--- src/rtl/pmsc_pkg.sv ---
package pmsc_pkg;

   typedef enum logic {
      MODE_THREAD  = 1'b0,
      MODE_HANDLER = 1'b1
   } xmode_e;

   typedef enum logic [1:0] {
      RT_NONE    = 2'd0,
      RT_HANDLER = 2'd1,
      RT_TMAIN   = 2'd2,
      RT_TPROC   = 2'd3
   } rtgt_e;

   localparam logic [31:0] RC_HANDLER     = 32'hFFFF_FFF1;
   localparam logic [31:0] RC_THREAD_MAIN = 32'hFFFF_FFF9;
   localparam logic [31:0] RC_THREAD_PROC = 32'hFFFF_FFFD;

endpackage

--- src/rtl/pmsc_ret_decode.sv ---
module pmsc_ret_decode
   import pmsc_pkg::*;
#(
   parameter int FULL_DECODE = 1
) (
   input  logic [31:0] code,
   output rtgt_e       tgt
);

   generate
      if (FULL_DECODE != 0) begin : g_full
         always_comb begin
            unique case (code)
               RC_HANDLER:     tgt = RT_HANDLER;
               RC_THREAD_MAIN: tgt = RT_TMAIN;
               RC_THREAD_PROC: tgt = RT_TPROC;
               default:        tgt = RT_NONE;
            endcase
         end
      end else begin : g_nibble
         logic [27:0] unused_hi;
         assign unused_hi = code[31:4];
         always_comb begin
            unique case (code[3:0])
               RC_HANDLER[3:0]:     tgt = RT_HANDLER;
               RC_THREAD_MAIN[3:0]: tgt = RT_TMAIN;
               RC_THREAD_PROC[3:0]: tgt = RT_TPROC;
               default:             tgt = RT_NONE;
            endcase
         end
      end
   endgenerate

endmodule

--- src/rtl/pmsc_exc_seq.sv ---
module pmsc_exc_seq
   import pmsc_pkg::*;
#(
   parameter int NEST_W      = 4,
   parameter int FULL_DECODE = 1
) (
   input  logic        clk,
   input  logic        rst_n,
   input  logic        entry,
   input  logic        ret,
   input  logic [31:0] ret_code,
   output xmode_e      mode,
   output logic        ret_ok,
   output logic        ret_psp,
   output logic        fault
);

   localparam logic [NEST_W-1:0] NEST_MAX = {NEST_W{1'b1}};
   localparam logic [NEST_W-1:0] NEST_ONE = NEST_W'(1);

   rtgt_e             tgt;
   logic [NEST_W-1:0] nest_q;
   logic              depth_fit;
   xmode_e            mode_q;
   logic              fault_q;

   pmsc_ret_decode #(.FULL_DECODE(FULL_DECODE)) u_dec (
      .code (ret_code),
      .tgt  (tgt)
   );

   always_comb begin
      unique case (tgt)
         RT_HANDLER:         depth_fit = (nest_q > NEST_ONE);
         RT_TMAIN, RT_TPROC: depth_fit = (nest_q == NEST_ONE);
         default:            depth_fit = 1'b0;
      endcase
   end

   assign ret_ok  = ret && !entry && depth_fit;
   assign ret_psp = (tgt == RT_TPROC);

   always_ff @(posedge clk or negedge rst_n) begin
      if (!rst_n) begin
         nest_q  <= '0;
         mode_q  <= MODE_THREAD;
         fault_q <= 1'b0;
      end else begin
         fault_q <= ret && !entry && !depth_fit;
         if (entry) begin
            mode_q <= MODE_HANDLER;
            if (nest_q != NEST_MAX) nest_q <= nest_q + NEST_ONE;
         end else if (ret_ok) begin
            nest_q <= nest_q - NEST_ONE;
            mode_q <= (tgt == RT_HANDLER) ? MODE_HANDLER : MODE_THREAD;
         end
      end
   end

   assign mode  = mode_q;
   assign fault = fault_q;


   entry_hdl_chk: assert property (@(posedge clk) disable iff (!rst_n)
      entry |=> (mode_q == MODE_HANDLER));


   fault_hold_chk: assert property (@(posedge clk) disable iff (!rst_n)
      (ret && !entry && !depth_fit) |=> ($stable(nest_q) && $stable(mode_q)));


   fault_src_chk: assert property (@(posedge clk) disable iff (!rst_n)
      fault_q |-> $past(ret && !entry));


   nest_mode_chk: assert property (@(posedge clk) disable iff (!rst_n)
      (mode_q == MODE_THREAD) == (nest_q == '0));

endmodule

--- src/rtl/pmsc_ctrl_reg.sv ---
module pmsc_ctrl_reg
   import pmsc_pkg::*;
(
   input  logic       clk,
   input  logic       rst_n,
   input  logic       entry,
   input  logic       ret_strobe,
   input  logic       ret_ok,
   input  logic       ret_psp,
   input  logic       wr_en,
   input  logic [1:0] wr_data,
   input  logic       wr_priv,
   input  xmode_e     mode,
   output logic [1:0] ctrl
);

   logic [1:0] ctrl_q;
   logic       wr_take;

   assign wr_take = wr_en && wr_priv && !entry && !ret_strobe;

   always_ff @(posedge clk or negedge rst_n) begin
      if (!rst_n) begin
         ctrl_q <= 2'b00;
      end else if (entry) begin
         ctrl_q[1] <= 1'b0;
      end else if (ret_ok) begin
         ctrl_q[1] <= ret_psp;
      end else if (wr_take) begin
         ctrl_q[0] <= wr_data[0];
         if (mode == MODE_THREAD) ctrl_q[1] <= wr_data[1];
      end
   end

   assign ctrl = ctrl_q;


   unpriv_wr_chk: assert property (@(posedge clk) disable iff (!rst_n)
      (wr_en && !wr_priv && !entry && !ret_ok) |=> $stable(ctrl_q));


   hdl_msp_chk: assert property (@(posedge clk) disable iff (!rst_n)
      (mode == MODE_HANDLER) |-> !ctrl_q[1]);


   psp_take_chk: assert property (@(posedge clk) disable iff (!rst_n)
      (wr_take && mode == MODE_THREAD && wr_data[1]) |=> ctrl_q[1]);


   entry_first_chk: assert property (@(posedge clk) disable iff (!rst_n)
      (entry && wr_en) |=> ($stable(ctrl_q[0]) && !ctrl_q[1]));

endmodule

--- src/rtl/pmsc_view.sv ---
module pmsc_view
   import pmsc_pkg::*;
(
   input  xmode_e      mode,
   input  logic [1:0]  ctrl,
   output logic        mode_handler,
   output logic        priv_eff,
   output logic        use_psp,
   output logic [31:0] entry_code
);

   assign mode_handler = (mode == MODE_HANDLER);
   assign priv_eff     = mode_handler || !ctrl[0];
   assign use_psp      = !mode_handler && ctrl[1];

   always_comb begin
      if (mode_handler)  entry_code = RC_HANDLER;
      else if (ctrl[1])  entry_code = RC_THREAD_PROC;
      else               entry_code = RC_THREAD_MAIN;
   end

endmodule

--- src/rtl/proc_mode_ctrl.sv ---
module proc_mode_ctrl
   import pmsc_pkg::*;
#(
   parameter int NEST_W      = 4,
   parameter int FULL_DECODE = 1
) (
   input  logic        clk,
   input  logic        rst_n,
   input  logic        ctl_wr_en,
   input  logic [1:0]  ctl_wr_data,
   input  logic        ctl_wr_priv,
   input  logic        exc_entry,
   input  logic        exc_return,
   input  logic [31:0] exc_ret_code,
   output logic        mode_handler,
   output logic        priv_eff,
   output logic        use_psp,
   output logic [31:0] entry_code,
   output logic        ret_fault
);

   generate
      if (NEST_W < 1 || NEST_W > 8) begin : g_bad_nest
         $error("proc_mode_ctrl: NEST_W must lie in 1..8");
      end
      if (FULL_DECODE != 0 && FULL_DECODE != 1) begin : g_bad_dec
         $error("proc_mode_ctrl: FULL_DECODE must be 0 or 1");
      end
   endgenerate

   xmode_e     mode;
   logic       ret_ok;
   logic       ret_psp;
   logic [1:0] ctrl;

   pmsc_exc_seq #(.NEST_W(NEST_W), .FULL_DECODE(FULL_DECODE)) u_seq (
      .clk      (clk),
      .rst_n    (rst_n),
      .entry    (exc_entry),
      .ret      (exc_return),
      .ret_code (exc_ret_code),
      .mode     (mode),
      .ret_ok   (ret_ok),
      .ret_psp  (ret_psp),
      .fault    (ret_fault)
   );

   pmsc_ctrl_reg u_ctrl (
      .clk        (clk),
      .rst_n      (rst_n),
      .entry      (exc_entry),
      .ret_strobe (exc_return),
      .ret_ok     (ret_ok),
      .ret_psp    (ret_psp),
      .wr_en      (ctl_wr_en),
      .wr_data    (ctl_wr_data),
      .wr_priv    (ctl_wr_priv),
      .mode       (mode),
      .ctrl       (ctrl)
   );

   pmsc_view u_view (
      .mode         (mode),
      .ctrl         (ctrl),
      .mode_handler (mode_handler),
      .priv_eff     (priv_eff),
      .use_psp      (use_psp),
      .entry_code   (entry_code)
   );


   ret_thread_chk: assert property (@(posedge clk) disable iff (!rst_n)
      (ret_ok && exc_ret_code == RC_THREAD_PROC) |=> (use_psp && !mode_handler));

endmodule

--- config.mk ---
export PLATFORM = sky130hd
export DESIGN_NAME = proc_mode_ctrl
export DESIGN_NICKNAME = d
export VERILOG_FILES = /design/src/rtl/pmsc_pkg.sv /design/src/rtl/pmsc_ret_decode.sv /design/src/rtl/pmsc_exc_seq.sv /design/src/rtl/pmsc_ctrl_reg.sv /design/src/rtl/pmsc_view.sv /design/src/rtl/proc_mode_ctrl.sv
export SDC_FILE = /design/constraint.sdc
export NUM_CORES = 1
export LEC_CHECK = 0
export ABC_AREA = 1
export CAP_MARGIN = 10
export CORE_MARGIN = 1
export CORE_UTILIZATION = 33
export CTS_CLUSTER_SIZE = 8
export DETAILED_ROUTE_END_ITERATION = 7
export HOLD_SLACK_MARGIN = 0.15
export PLACE_DENSITY_LB_ADDON = 0.2
export SETUP_SLACK_MARGIN = 0.02
export SLEW_MARGIN = 20
export SYNTH_ARGS = -nofsm -noshare
export SYNTH_HDL_FRONTEND = slang
export SYNTH_SLANG_ARGS = --single-unit
--- constraint.sdc ---
create_clock -name clk -period 1.7 [get_ports clk]
set_input_delay 0.255 -clock clk [delete_from_list [all_inputs] [get_ports clk]]
set_output_delay 0.255 -clock clk [all_outputs]
set_load 0.1 [all_outputs]
==> metrics.cfg <==
[timing]
drv_slew = 0
setup_violations = 0
min_period_over_period_pct = 94.1
fin_ws_ps = 100
skew_ps = 2.26
final_hold_viol_count = 0
fmax_mhz = 625
timing.final.crit_period_ps = 1600

[placed_design]
hpwl_um = 1900
dp.cells = 216
post-place-ws_ps = -166
gp_congestion = 0.821
post_dp_cell_area_um2 = 1410
portBuffers = 45

[setup_path]
critical_path_arrival_ps = 1740
critPathMaxFanout = 7
end_kind = flip-flop
required_ps = 1840
reg2reg_setup_slack_ps = 140
rr_endpoint = u_seq.nest_q[3]$_DFFE_PN0P_
reg2reg_depth = 10
r2r-start = u_seq.nest_q[0]$_DFFE_PN0P_
start_kind = input pin
criticalPathCategory = input pin to flip-flop

[die]
num_io_pins = 76
rows = 18
die_y_um = 55.4
initial_core_util_pct = 36.3
dieWidth_um = 55.4
core_um2 = 2590
die_area_um2 = 3060

[logic_synthesis]
syn_area_um2 = 940
ys_warn_count = 0
synth_seq_area_share_pct = 21.3
yosys.area.top_type_share_pct = 24.8
ys_ff_latch = 8
synthTopCellsByArea = buf_4, dfrtp_1, nand2_1, nor2_1, ha_1
ys_types = 22
syn-mean-instance-area_um2 = 6.57
yosysTopAreaCell = buf_4
syn_inst = 143

[final_layout]
drive_gt1_share_pct = 14.1
instances_no_fill = 222
fill_cells = 262
regArea_um2 = 204
insertedDiodeCount = 0
nets = 236
final_cell_area_um2 = 1500
multiInputGateArea_um2 = 599
areaGrowthSynthToFinish_pct = 59.7

[grt]
track_usage_pct = 14.4
grt_pass1_wl_um = 3570
grt_pass1_vias = 826
antenna_found_initial = 0
overflow = 0
grt_max_degree = 9

[route]
ant_nets = 0
drtIter0Drc = 6
avgViaCountPerCell = 4.20
routedWlPerCell_um = 10.3
dr.pass1.iters = 4
drc = 0
drt_wl_total_um = 2290
vias = 933

[status]
status = finished clean

[power]
p_per_area_nw_per_um2 = 828
ir_drop_v = 0.000870
p_leak_nw = 0.861

[min_path]
worstHoldPathType = input pin to asynchronous set/reset pin

[clock_tree]
cts_htree_levels = 1
worstSkewPairLatency_ps = 250
cts_hold_buffers = 0
cts_sinks = 8
cts-root-buf = clkbuf_4
cts_max_path_buffers = 2
cts_tree = yes
clkTransAtPathRegs_ps = 50
cts_buffers = 3

[run]
cap_violations = 0

flip-flops by register name, summed over array words and instances (netlist names):
signal	count
u_ctrl.ctrl	2
u_seq.fault	1
u_seq.mode	1
u_seq.nest_q	4
worst max-delay path, stage by stage:
cell and delay [ps]:
clkdlybuf4s50_1 470, nand2_1 50, nor2_1 90, nand2_1 100, nor2_1 130, nand2_1 60, nand2_1 60, nand2_1 50
nand2_2 110, nand2_4 90, nand2_4 110, nand2_2 50, nand2_1 60, nand2_1 40
report_power, final:
group          switching [W]  internal (W)
registers          0.0000850      0.000247
logic               0.000520      0.000240
clock network      0.0000606     0.0000895
worst max-delay path by stage:
stage | from | to | slack, ps | cells past startpoint
floorplan | u_seq.mode$_DFFE_PN0P_ | priv_eff | -140 | 2
finish | exc_ret_code[9] | u_seq.nest_q[3]$_DFFE_PN0P_ | 100 | 14
CTS | exc_ret_code[21] | u_seq.nest_q[3]$_DFFE_PN0P_ | 90 | 14
global placement | exc_ret_code[17] | u_seq.nest_q[3]$_DFFE_PN0P_ | -120 | 14
global route | exc_ret_code[9] | u_seq.nest_q[3]$_DFFE_PN0P_ | -30 | 14
detailed placement | exc_ret_code[21] | u_seq.nest_q[3]$_DFFE_PN0P_ | -170 | 14
area by class of cell:
class | count | area share, %
repair buffers | 50 | 39.7
flip-flops and latches | 8 | 13.6
multi-input cells | 121 | 39.9
clock buffers | 4 | 1.75
well taps | 30 | 2.50
inverters | 9 | 2.50
cells by family (layout without fill, tap and decap cells):
| logic type | after synthesis | count (layout) | synth area share, % |
|---|---|---|---|
| and+or+nand+nor | 77 | 77 | 36.2 |
| other | 2 | 30 | 0.799 |
| DFF | 8 | 8 | 21.3 |
| adders and majority gates | 3 | 3 | 4.00 |
| xor gates and xnor gates | 4 | 4 | 3.73 |
| AOI/OAI and AO/OA | 7 | 7 | 4.53 |
| buffers and inverters | 42 | 63 | 29.4 |
timing repair:
action / in CTS / in global routing
setup endpoints to repair: 0 / 4
buffers inserted: 0 / 2
endpoints found under the hold margin: 0 / 0
gates resized for setup: 0 / 22
cell usage in the layout (no fill, tap or decap), types with 5 or more instances in the layout:
| cell | synthesis | routed |
|---|---|---|
| nor2_1 | 16 | 13 |
| buf_12 | 0 | 6 |
| dlymetal6s2s_1 | 0 | 19 |
| buf_4 | 31 | 5 |
| conb_1 | 2 | 30 |
| clkdlybuf4s50_1 | 0 | 20 |
| nand2_1 | 44 | 42 |
| dfrtp_1 | 8 | 7 |
| nand3_1 | 5 | 5 |
| inv_1 | 9 | 8 |
routing by layer:
layer  track usage [%]  vias to the layer above  part of all wire, %
met1              15.5                      420                   39
li1                  -                      482                    -
met4              2.50                        0                 0.26
met5                 0                        -                    0
met2              26.5                       29                   55
met3              5.62                        2                  5.4
through the flow:
step / util [%] / total power (W) / hold WS (ps) / TNS, ps
floorplan: - / 0.000962 / -40.6 / -371
global route: 57.9 / 0.00133 / 290 / -31.7
detailed placement: 54.3 / 0.00109 / 520 / -643
global placement: 54.3 / 0.00108 / 524 / -432
finish: 57.9 / 0.00124 / 279 / 0
CTS: 55.3 / 0.00125 / 286 / 0
Yosys cell counts (all sizes together):
master	instances
nand2	48
xor2	2
o21ai	4
nor3b	1
nand3	5
ha	3
o31ai	1
nand3b	1
conb	2
xnor2	2
nand4	2
nor3	2
buf	33
o211ai	2
nor2	18
inv	9
dfrtp	8
Note: power is estimated with default switching activity, not from simulation.
